<file path="config.mk">
export PLATFORM = sky130hd
export DESIGN_NAME = sync_serial_port
export DESIGN_NICKNAME = d
export VERILOG_FILES = /design/src/rtl/ssp_pkg.sv /design/src/rtl/ssp_sync.sv /design/src/rtl/ssp_prescaler.sv /design/src/rtl/ssp_shifter.sv /design/src/rtl/sync_serial_port.sv
export SDC_FILE = /design/constraint.sdc
export NUM_CORES = 1
export LEC_CHECK = 0
export BUFFER_PORTS_ARGS = -buffer_cell sky130_fd_sc_hd__buf_2
export CORE_ASPECT_RATIO = 2
export CORE_MARGIN = 2
export CORE_UTILIZATION = 60
export CTS_BUF_LIST = sky130_fd_sc_hd__clkbuf_4 sky130_fd_sc_hd__clkbuf_8
export CTS_CLUSTER_DIAMETER = 50
export DETAILED_ROUTE_END_ITERATION = 6
export PLACE_DENSITY = 0.84
export SLEW_MARGIN = 20
export SYNTH_ARGS = -nofsm -noshare
export SYNTH_HDL_FRONTEND = slang
export SYNTH_SLANG_ARGS = --single-unit
</file>
<file path="constraint.sdc">
create_clock -name clk -period 1.6 [get_ports clk]
set_input_delay 0.16 -clock clk [delete_from_list [all_inputs] [get_ports clk]]
set_output_delay 0.16 -clock clk [all_outputs]
set_load 0.1 [all_outputs]
</file>
<file path="src/rtl/ssp_pkg.sv">
package ssp_pkg;
  localparam int DATA_W    = 8;
  localparam int BASE_HALF = 4;
  localparam int DIV_W     = 7;

  typedef struct packed {
    logic       pin_b;
    logic       clk_int;
    logic       msb_first;
    logic       open_drain;
    logic       port_en;
    logic [2:0] div_code;
  } ssp_ctrl_t;

  function automatic logic [DIV_W-1:0] half_m1(input logic [2:0] code);
    logic [2:0] idx;
    idx = code[2] ? {2'b10, code[0]} : {1'b0, code[1:0]};
    return DIV_W'((BASE_HALF << idx) - 1);
  endfunction
endpackage

</file>
<file path="src/rtl/ssp_sync.sv">
module ssp_sync #(
  parameter int           W       = 1,
  parameter int           STAGES  = 2,
  parameter logic [W-1:0] RST_VAL = '0
) (
  input  logic         clk,
  input  logic         rst_n,
  input  logic [W-1:0] d,
  output logic [W-1:0] q
);
  logic [W-1:0] stg_q [STAGES];

  always_ff @(posedge clk or negedge rst_n) begin
    if (!rst_n) begin
      for (int i = 0; i < STAGES; i++) stg_q[i] <= RST_VAL;
    end else begin
      stg_q[0] <= d;
      for (int i = 1; i < STAGES; i++) stg_q[i] <= stg_q[i-1];
    end
  end

  assign q = stg_q[STAGES-1];
endmodule

</file>
<file path="src/rtl/ssp_prescaler.sv">
module ssp_prescaler #(
  parameter int CW = 7
) (
  input  logic          clk,
  input  logic          rst_n,
  input  logic          run,
  input  logic          clear,
  input  logic [CW-1:0] limit,
  output logic          tick
);
  logic [CW-1:0] cnt_q, cnt_n;

  assign tick = run && !clear && (cnt_q == limit);

  always_comb begin
    cnt_n = cnt_q;
    if (clear || !run)   cnt_n = '0;
    else if (tick)       cnt_n = '0;
    else                 cnt_n = cnt_q + CW'(1);
  end

  always_ff @(posedge clk or negedge rst_n) begin
    if (!rst_n) cnt_q <= '0;
    else        cnt_q <= cnt_n;
  end
endmodule

</file>
<file path="src/rtl/ssp_shifter.sv">
module ssp_shifter #(
  parameter int W = 8
) (
  input  logic         clk,
  input  logic         rst_n,
  input  logic         start,
  input  logic [W-1:0] load,
  input  logic         msb_first,
  input  logic         fall_ev,
  input  logic         rise_ev,
  input  logic         sin,
  output logic [W-1:0] dout,
  output logic         sout,
  output logic         active,
  output logic         done
);
  localparam int          CW   = $clog2(W);
  localparam logic [CW-1:0] LAST = CW'(W - 1);

  logic [W-1:0]  sr_q, sr_n;
  logic [CW-1:0] cnt_q, cnt_n;
  logic          act_q, act_n;
  logic          out_q, out_n;
  logic          done_q, done_n;

  always_comb begin
    sr_n   = sr_q;
    cnt_n  = cnt_q;
    act_n  = act_q;
    out_n  = out_q;
    done_n = 1'b0;
    if (start) begin
      sr_n  = load;
      cnt_n = '0;
      act_n = 1'b1;
    end else if (act_q) begin
      if (fall_ev) out_n = msb_first ? sr_q[W-1] : sr_q[0];
      if (rise_ev) begin
        sr_n  = msb_first ? {sr_q[W-2:0], sin} : {sin, sr_q[W-1:1]};
        cnt_n = cnt_q + CW'(1);
        if (cnt_q == LAST) begin
          act_n  = 1'b0;
          done_n = 1'b1;
        end
      end
    end
  end

  always_ff @(posedge clk or negedge rst_n) begin
    if (!rst_n) begin
      sr_q   <= '0;
      cnt_q  <= '0;
      act_q  <= 1'b0;
      out_q  <= 1'b1;
      done_q <= 1'b0;
    end else begin
      sr_q   <= sr_n;
      cnt_q  <= cnt_n;
      act_q  <= act_n;
      out_q  <= out_n;
      done_q <= done_n;
    end
  end

  assign dout   = sr_q;
  assign sout   = out_q;
  assign active = act_q;
  assign done   = done_q;
endmodule

</file>
<file path="src/rtl/sync_serial_port.sv">
module sync_serial_port
  import ssp_pkg::*;
#(
  parameter int DW = DATA_W
) (
  input  logic          clk,
  input  logic          rst_n,
  input  logic          wr_en,
  input  logic          wr_addr,
  input  logic [DW-1:0] wr_data,
  input  logic          rd_addr,
  output logic [DW-1:0] rd_data,
  input  logic          sclk_in,
  input  logic          sdi,
  output logic          sdo,
  output logic          sdo_oe,
  output logic          sdo_od,
  output logic          sclk_out,
  output logic          sclk_a_oe,
  output logic          sclk_b_oe,
  output logic          busy,
  output logic          irq
);
  // reset: asserted asynchronously, released on a clock edge
  logic [1:0] rs_q;
  logic       rst_i;
  always_ff @(posedge clk or negedge rst_n) begin
    if (!rst_n) rs_q <= 2'b00;
    else        rs_q <= {rs_q[0], 1'b1};
  end
  assign rst_i = rs_q[1];

  // control register
  ssp_ctrl_t ctrl_q, ctrl_n;
  logic      ctrl_we, start;
  assign ctrl_we = wr_en && wr_addr;
  assign start   = wr_en && !wr_addr;

  always_comb begin
    ctrl_n = ctrl_q;
    if (ctrl_we) ctrl_n = ssp_ctrl_t'(wr_data[7:0]);
  end

  always_ff @(posedge clk or negedge rst_i) begin
    if (!rst_i) ctrl_q <= '0;
    else        ctrl_q <= ctrl_n;
  end

  logic ctrl_int;
  assign ctrl_int = ctrl_q.clk_int;

  // internal clock generation
  logic active, tick;
  logic sclk_q, sclk_n;

  ssp_prescaler #(.CW(DIV_W)) u_div (
    .clk   (clk),
    .rst_n (rst_i),
    .run   (active && ctrl_int),
    .clear (start),
    .limit (half_m1(ctrl_q.div_code)),
    .tick  (tick)
  );

  always_comb begin
    sclk_n = sclk_q;
    if (start)                    sclk_n = 1'b1;
    else if (ctrl_int && tick)    sclk_n = !sclk_q;
  end

  always_ff @(posedge clk or negedge rst_i) begin
    if (!rst_i) sclk_q <= 1'b1;
    else        sclk_q <= sclk_n;
  end

  // external clock and data, synchronized together
  logic [1:0] ext_s;
  logic       ext_prev_q;

  ssp_sync #(.W(2), .STAGES(2), .RST_VAL(2'b11)) u_sync (
    .clk   (clk),
    .rst_n (rst_i),
    .d     ({sclk_in, sdi}),
    .q     (ext_s)
  );

  always_ff @(posedge clk or negedge rst_i) begin
    if (!rst_i) ext_prev_q <= 1'b1;
    else        ext_prev_q <= ext_s[1];
  end

  // edge selection
  logic fall_ev, rise_ev, sin_bit;
  always_comb begin
    if (ctrl_int) begin
      fall_ev = tick && sclk_q;
      rise_ev = tick && !sclk_q;
      sin_bit = sdi;
    end else begin
      fall_ev = ext_prev_q && !ext_s[1];
      rise_ev = !ext_prev_q && ext_s[1];
      sin_bit = ext_s[0];
    end
  end

  logic [DW-1:0] sr;
  logic          sout;

  ssp_shifter #(.W(DW)) u_shift (
    .clk       (clk),
    .rst_n     (rst_i),
    .start     (start),
    .load      (wr_data),
    .msb_first (ctrl_q.msb_first),
    .fall_ev   (fall_ev),
    .rise_ev   (rise_ev),
    .sin       (sin_bit),
    .dout      (sr),
    .sout      (sout),
    .active    (active),
    .done      (irq)
  );

  // pin routing
  assign sdo       = sout;
  assign sdo_od    = ctrl_q.port_en && ctrl_q.open_drain;
  assign sdo_oe    = ctrl_q.port_en && (!ctrl_q.open_drain || !sout);
  assign sclk_out  = sclk_q;
  assign sclk_a_oe = ctrl_q.port_en && ctrl_int && !ctrl_q.pin_b;
  assign sclk_b_oe = ctrl_q.port_en && ctrl_int && ctrl_q.pin_b;
  assign busy      = active;
  assign rd_data   = rd_addr ? DW'(ctrl_q) : sr;
endmodule

</file>
## After elaboration in Yosys (flattened, before gate mapping)

Index checks and enable logic that the tools add are counted.

| cells by class | value |
|---|---|
| $add $sub $neg | 3 |
| muxes and demuxes | 25 |
| bitwise operators | 1 |
| shift-type cells | 1 |
| reductions and logical operators | 31 |
| eq/ne operators | 2 |

Operator list:

| cell | count |
|---|---|
| two-way mux 8 bit | 5 |
| logical AND 1 bit | 15 |
| two-way mux 1 bit | 14 |
| two-way mux 7 bit | 2 |
| two-way mux 3 bit | 4 |
| logical NOT 1 bit | 9 |
| adder 7 x 1 -> 7 bit, second input constant | 1 |
| equality test 7 bit | 1 |
| << shifter 3 x 3 -> 7 bit, first input constant | 1 |
| subtractor 7 x 2 -> 7 bit, second input constant | 1 |
| nonzero test 2 bit | 3 |
| adder 3 x 1 -> 3 bit, second input constant | 1 |
| equality test 3 bit, second input constant | 1 |
| AND reduction 3 bit | 1 |
| logical OR 1 bit | 2 |
| AND reduction 2 bit | 1 |
| NOT 1 bit | 1 |

| storage, ports and cells | value |
|---|---|
| register bits after elaboration | 37 |
| output and inout port bits | 16 |

## Logic depth before layout (Yosys ltp)

Gate-level depths: netlist (run 1).

| logic depth | value |
|---|---|
| depth after elaboration | 10 |
| mapped depth | 7 |
| depth with buffers taken out | 6 |

## Modules after synthesis

Synthesis (run 1) repeated with hierarchy kept, for this count alone.

| second synthesis, totals | value |
|---|---|
| cells, all modules | 181 |
| area, all modules | 2008.2 um^2 |

By module, submodules not included:

| module | cells each | area each (um^2) | times used |
|---|---|---|---|
| ssp_shifter | 77 | 743.2 | 1 |
| sync_serial_port | 53 | 633.1 | 1 |
| ssp_prescaler | 45 | 511.7 | 1 |
| ssp_sync | 6 | 120.1 | 1 |

## Least setup slack after synthesis (run 1)

No wires, ideal clock.

| path | value |
|---|---|
| path type | register -> output |
| start | reg u_shift.out_q, in the netlist u_shift.sout |
| end | out sdo_oe |
| data arrival time | 2788 ps |
| cell stages (with the launch flop) | 2 |
| setup slack | -1348 ps |
| path buffers | 0 |
| path through | dfstp_2 a21boi_0 |

| on the way | value |
|---|---|
| word-level cells in the longest chain between the ends | 3 |

Ends and longest elaborated chain:

| what | RTL line | source |
|---|---|---|
| start, declared | ssp_shifter.sv:23 | `logic out_q, out_n;` |
| start signal, assigned | ssp_shifter.sv:60 | `out_q <= out_n;` |
| logical NOT 1 bit | sync_serial_port.sv:127 | `assign sdo_oe = ctrl_q.port_en && (!ctrl_q.open_drain \|\| !sout);` |
| logical OR 1 bit | sync_serial_port.sv:127 |  |
| logical AND 1 bit | sync_serial_port.sv:127 |  |
| end, declared | sync_serial_port.sv:16 | `output logic sdo_oe,` |

No other way between the ends.

## Worst setup path after layout (run 1)

| path | value |
|---|---|
| start | reg u_div.cnt_q[4] |
| end | reg u_shift.sr_q[5], in the netlist u_shift.dout[5] |

| on the way | value |
|---|---|
| word-level cells in the longest chain between the ends | 6 |

Ends and longest elaborated chain:

| what | RTL line | source |
|---|---|---|
| start, declared | ssp_prescaler.sv:11 | `logic [CW-1:0] cnt_q, cnt_n;` |
| start signal, assigned | ssp_prescaler.sv:24 | `else cnt_q <= cnt_n;` |
| equality test 7 bit | ssp_prescaler.sv:13 | `assign tick = run && !clear && (cnt_q == limit);` |
| logical AND 1 bit | ssp_prescaler.sv:13 |  |
| logical AND 1 bit | sync_serial_port.sv:97 | `rise_ev = tick && !sclk_q;` |
| two-way mux 1 bit | sync_serial_port.sv:95 | `if (ctrl_int) begin` |
| nonzero test 2 bit (no source line) | - |  |
| AND reduction 2 bit (no source line) | - |  |
| end signal, assigned | ssp_shifter.sv:57 | `sr_q <= sr_n;` |
| end, declared | ssp_shifter.sv:20 | `logic [W-1:0] sr_q, sr_n;` |

No other way between the ends.
A chain may end at the register's enable or synchronous reset.

==> results of run 1 <==
==> power by group <==
| part | leakage (nW) | internal [W] | switching [W] |
|---|---|---|---|
| Sequential | 0.445 | 0.00105 | 0.000135 |
| Clock | 0.0574 | 0.000507 | 0.000356 |
| Combinational | 0.728 | 0.000401 | 0.000833 |
==> sequential cells by signal, indices dropped and copies added, names as in the netlist <==
| name | flops |
|---|---|
| u_shift.active | 1 |
| ctrl_q | 7 |
| ctrl_int | 1 |
| rs_q | 2 |
| u_div.cnt_q | 7 |
| u_shift.sout | 1 |
| u_sync.q | 2 |
| u_shift.dout | 8 |
| u_shift.done | 1 |
| u_shift.cnt_q | 3 |
| u_sync.stg_q | 2 |
| ext_prev_q | 1 |
| sclk_out | 1 |
==> cell type report <==
| class | instances | area, sq um | area share [%] |
|---|---|---|---|
| Inverter | 4 | 15.01 | 0.5594 |
| Timing Repair Buffer | 63 | 450.4 | 16.78 |
| Clock buffer | 6 | 82.58 | 3.077 |
| Multi-Input combinational cell | 129 | 1119 | 41.68 |
| Clock inverter | 2 | 37.54 | 1.399 |
| Tap cell | 31 | 38.79 | 1.445 |
| Sequential cell | 37 | 940.9 | 35.06 |
==> stage by stage <==
step | std cells | hold WS, ps
3_3_place_gp | 257 | -55.28
6_report | 272 | 103.8
3_5_place_dp | 257 | -53.66
5_1_grt | 272 | 100.9
2_1_floorplan | 177 | -135.6
4_1_cts | 270 | 102.3
==> cells in the final DEF, fill, tap and decap left out, types with 2 or more instances in the layout <==
master and instances:
a221o_1 6, and2_1 2, and2_2 6, and3_1 2, buf_2 23, buf_4 29
buf_6 4, clkbuf_4 3, clkbuf_8 6, dfrtp_1 27, dfrtp_2 2, dfstp_2 7
dlygate4sd3_1 3, ha_1 3, inv_1 4, mux2_2 20, mux2_4 2, mux2i_1 2
nand2_1 18, nand3_1 8, nor2_1 10, nor4_4 3, o211ai_1 2, o21ai_0 5
o21ai_2 2, o21bai_4 2, xnor2_1 6, xor2_1 2
==> critical path: stages (launching register included) <==
cell	delay (ps)
dfrtp_1	390
or4_4	530
o22ai_2	180
a21oi_2	80
nor4_4	190
buf_4	170
o22ai_4	100
a221o_1	330
==> layer usage <==
layer / track usage (%) / share of wire [%] / vias up
met5: 0 / 0 / -
met4: 14.33 / 6.0 / 0
met3: 5.806 / 4.3 / 29
met2: 56.55 / 56 / 87
met1: 36.57 / 33 / 873
li1: - / - / 755
==> logic make-up after synthesis <==
kind of cell    Yosys count  share of synthesized area, %
other cells               1                        0.1918
buf+inv                  12                         4.095
fa+ha+maj                 3                         1.920
mux                      24                         13.69
simple gates             63                         17.02
compound gates           28                         11.26
flops                    37                         47.79
xor+xnor                  9                         4.031
==> final timing paths <==
| path | end | slack [ps] |
|---|---|---|
| worst max register to register | u_shift.dout[5] | -470 |
| max in group asynchronous | sclk_out | 1090 |
| worst min-delay path | ctrl_q[1] | 100 |
| min in group asynchronous | rs_q[1] | 170 |
| worst max-delay path | u_shift.dout[5] | -470 |
| worst min register to register | u_shift.dout[6] | 240 |
==> what timing repair did <==
item / in CTS / in global routing
pin swaps: 5 / 5
gates resized for setup: 16 / 20
gates cloned: 0 / 1
endpoints found under the setup margin: 22 / 27
hold buffers: 3 / 0
hold endpoints to repair: 4 / 0
setup buffers: 2 / 1
==> results.py, run 1 <==
metrics = {
    "placement": {
        "hpwl_mm": 3.318,
        "pre_cts_ws_ps": -483.5,
        "dpl-instance-area_sq_um": 2333,
        "routabilityCongestion": 0.8548,
        "io_buffers": 30,
    },
    "logic_synthesis": {
        "synth_top_area_cell": "dfrtp_1",
        "synth_most_common_cell": "dfrtp_1",
        "synth.top_cell.area_share_pct": 38.39,
        "async_reset_ff_share_pct": 100.0,
        "avgSynthCellArea_sq_um": 11.05,
        "synth_ff_type": "dfrtp_1",
        "yosys.cell_types.count": 44,
        "ys_ff_latch": 37,
        "synth_commonest_cells": "dfrtp_1 (30), mux2_2 (22), nand2_1 (19)",
        "ys_top_cells_by_area": "dfrtp_1 (38%), mux2_2 (13%), dfstp_2 (9.4%)",
        "syn-num-nets": 195,
        "synthCells": 177,
        "yosysSeqAreaShare_pct": 47.79,
        "netlist_area_sq_um": 1956,
        "synth_edf_count": 0,
        "yosys_warnings": 0,
    },
    "timing": {
        "tns_ps": -8944,
        "fin_ws_ps": -474.9,
        "fin_crit_ps": 2075,
        "hold_viol_final": 0,
        "slew_violations": 0,
        "finalSetupViolCount": 21,
        "fmax_ghz": 0.4820,
        "clock_skew_ps": 7.723,
        "rsz0062_at_grt": "true",
        "finalCritPeriodShare_pct": 129.7,
    },
    "floorplanning": {
        "dieArea_sq_um": 3760,
        "start_util_pct": 61.95,
        "num_rows": 29,
        "die_width_um": 44.37,
        "core_area_sq_um": 3157,
        "ioPinCount": 31,
        "die_y_um": 84.74,
    },
    "cts": {
        "cts_tree": "done",
        "numCtsBuffers": 5,
        "clkLatencyLatePin_ps": 300,
        "cts-htree-levels": 2,
        "cts_sinks": 37,
        "cts_root_buffer": "clkbuf_8",
        "clkTransAtPathRegs_ps": 80,
        "clockBufferDepth": 2,
    },
    "detailed_routing": {
        "drt-initial-drc-count": 96,
        "drt-pass1-iter-count": 4,
        "viasPerCell": 6.412,
        "drtAntennaViolNets": 0,
        "vias": 1744,
        "wl_per_cell_um": 22.33,
        "route.detailed.drc": 0,
        "totalWireLength_mm": 6.074,
    },
    "cells_and_area": {
        "area_delta_synth_final_pct": 37.24,
        "fin_util_pct": 85.02,
        "nets": 258,
        "drive_gt1_share_pct": 55.19,
        "nFillCells": 163,
        "fin_area_sq_um": 2684,
        "num_antenna_cells": 0,
    },
    "hold_path": {
        "min_delay_path_depth": 2,
        "hold_class": "input pin to flop",
        "hold_path_startpoint": "wr_data[1]",
    },
    "pwr": {
        "powerDensity_nw_per_um2": 1225,
        "vdd_drop_max_uv": 1251,
        "power_w": 0.003287,
        "leakage_nw": 1.230,
    },
    "run_status": {
        "violations": "negative setup slack",
        "status": "finished, violations left",
    },
    "setup_path": {
        "start_kind": "flop",
        "crit_path_end_kind": "flop",
        "rr_worst_depth": 7,
        "crit_type": "flop to flop",
        "crit_required_ps": 1790,
        "crit_fanout": 8,
        "rr_startpoint": "u_div.cnt_q[4]",
        "critPathArrivalTime_ps": 2260,
        "startpoint": "u_div.cnt_q[4]",
    },
    "grt": {
        "grt_pass1_vias": 1760,
        "overflow": 0,
        "grt_pass1_wl_mm": 8.845,
        "grt_max_degree": 19,
        "antenna_found_initial": 0,
        "track_usage_pct": 32.38,
    },
    "flow_run": {
        "cap_violations": 0,
    },
}
Power figures use the tool's default switching activity.
==> run 2: changes to the inputs <==
Settings changed: PLACE_DENSITY 0.84 to unset, PLACE_DENSITY_LB_ADDON set to 0.1.
==> results.py, run 2 (synthesis gave the netlist of run 1 again) <==
metrics = {
    "detailed_routing": {
        "wl_per_cell_um": 17.82,
        "route.detailed.drc": 0,
        "vias": 1590,
        "totalWireLength_mm": 4.794,
        "viasPerCell": 5.911,
        "drt-pass1-iter-count": 4,
        "drt-initial-drc-count": 36,
        "drtAntennaViolNets": 0,
    },
    "timing": {
        "fin_ws_ps": -454.5,
        "slew_violations": 0,
        "clock_skew_ps": 10.99,
        "finalCritPeriodShare_pct": 128.4,
        "rsz0062_at_grt": "true",
        "finalSetupViolCount": 21,
        "hold_viol_final": 0,
        "fmax_ghz": 0.4867,
        "fin_crit_ps": 2055,
    },
    "floorplanning": {
        "die_y_um": 84.74,
        "die_width_um": 44.37,
        "core_area_sq_um": 3157,
        "num_rows": 29,
        "start_util_pct": 61.95,
        "dieArea_sq_um": 3760,
        "ioPinCount": 31,
    },
    "setup_path": {
        "crit_required_ps": 1780,
        "cp_slowest_stage_delay_ps": 540,
        "crit_chain": "or4_4 -> o22ai_2 -> a21oi_2 -> nor4_4 -> buf_4 -> o22ai_4 -> a221o_1",
        "crit_path_end_kind": "flop",
        "slowest_stage": "or4_4",
        "start_kind": "flop",
        "critPathArrivalTime_ps": 2230,
        "crit_fanout": 8,
        "crit_type": "flop to flop",
    },
    "cts": {
        "clockBufferDepth": 2,
        "cts_tree": "done",
        "cts-htree-levels": 2,
        "numCtsBuffers": 5,
        "cts_root_buffer": "clkbuf_8",
        "clkTransAtPathRegs_ps": 80,
        "cts_sinks": 37,
        "clkLatencyLatePin_ps": 300,
    },
    "grt": {
        "grtUsageMet3_pct": 4.516,
        "antenna_found_initial": 0,
        "grt_max_degree": 36,
        "use_met2_pct": 48.93,
        "grt_pass1_wl_mm": 7.500,
        "grt_pass1_vias": 1618,
        "grt_use_met1_pct": 29.05,
        "track_usage_pct": 27.30,
        "overflow": 0,
        "top_usage_layer": "met2",
    },
    "pwr": {
        "leakage_nw": 1.197,
        "powerDensity_nw_per_um2": 1216,
        "vdd_drop_max_uv": 1338,
    },
    "cells_and_area": {
        "ff_latch_area_sq_um": 938.4,
        "nFillCells": 181,
        "drive_gt1_share_pct": 54.62,
        "area_delta_synth_final_pct": 33.46,
        "multi_input_area_sq_um": 1072,
        "layout_common_cells": "dfrtp_1 (29), buf_4 (28), buf_2 (24), mux2_2 (20), nand2_1 (18)",
        "final_common_cell": "dfrtp_1",
        "largest_reg_flops": 8,
        "num_antenna_cells": 0,
        "instances_no_fill": 269,
        "nets": 255,
        "fin_util_pct": 82.68,
    },
    "run_status": {
        "violations": "negative setup slack",
        "status": "finished, violations left",
    },
    "hold_path": {
        "hold_class": "input pin to flop",
    },
    "placement": {
        "dp_cells": 255,
        "hpwl_mm": 3.319,
        "routabilityCongestion": 0.8423,
        "io_buffers": 30,
    },
    "flow_run": {
        "cap_violations": 0,
    },
}
## run 2: changes by cell type in the layout (fill, tap and decap cells not counted), sizes merged
cell,delta
o21bai,-1
buf,-2
## run 2: stage by stage
stage,TNS (ps),hold slack [ps],setup slack [ps],power [W],area (sq um)
after CTS,-7176,100.5,-435.7,0.003139,2539
after detailed placement,-7128,-54.97,-432.4,0.002244,2318
final,-8261,97.72,-454.5,0.003175,2610
after global routing,-9845,110.0,-518.0,0.003292,2610
after floorplan,-7974,-135.6,-501.1,0.002021,1996
after global placement,-6160,-57.02,-372.1,0.002211,2318
## run 2: repair_timing
action                                  in CTS  in global routing
hold endpoints to repair                     4                  0
buffers inserted                             3                  1
endpoints found under the setup margin      21                 26
pin swaps                                   10                  4
hold buffers                                 3                  0
resized for setup                           11                 18
## run 2: cell type report
cell class / instances / area share (%)
Clock buffer: 6 / 3.164
Timing Repair Buffer: 61 / 16.30
Tap cell: 31 / 1.486
Clock inverter: 2 / 1.438
Sequential cell: 37 / 35.95
Multi-Input combinational cell: 128 / 41.08
Inverter: 4 / 0.5753
## run 2: worst paths after layout
kind,to,cells past startpoint,slack (ps),from
max in group asynchronous,u_shift.active,1,960,rs_q[1]
worst min register to register,u_shift.dout[4],1,270,rs_q[1]
min in group asynchronous,rs_q[1],2,200,rst_n
worst min-delay path,ctrl_q[5],2,100,wr_data[5]
worst max-delay path,u_shift.dout[6],7,-450,u_div.cnt_q[4]
worst max register to register,u_shift.dout[6],7,-450,u_div.cnt_q[4]
## run 2: layer usage
metal	part of all wire (%)	wire length, um
met1	37	1760
met2	59	2805
met3	2.0	95
met4	2.8	133
met5	0	0
## run 2: critical path, delay by kind of cell, from the launching register on
family / cells / cell delay [ps]
AOI/OAI and AO/OA: 4 / 680
buffers and inverters: 1 / 160
DFF: 1 / 390
and+or+nand+nor: 2 / 700
## run 2: power by group
group	total (W)	switching (W)	internal [W]
logic	0.00114	0.000770	0.000370
clock network	0.000857	0.000350	0.000507
registers	0.00118	0.000124	0.00105
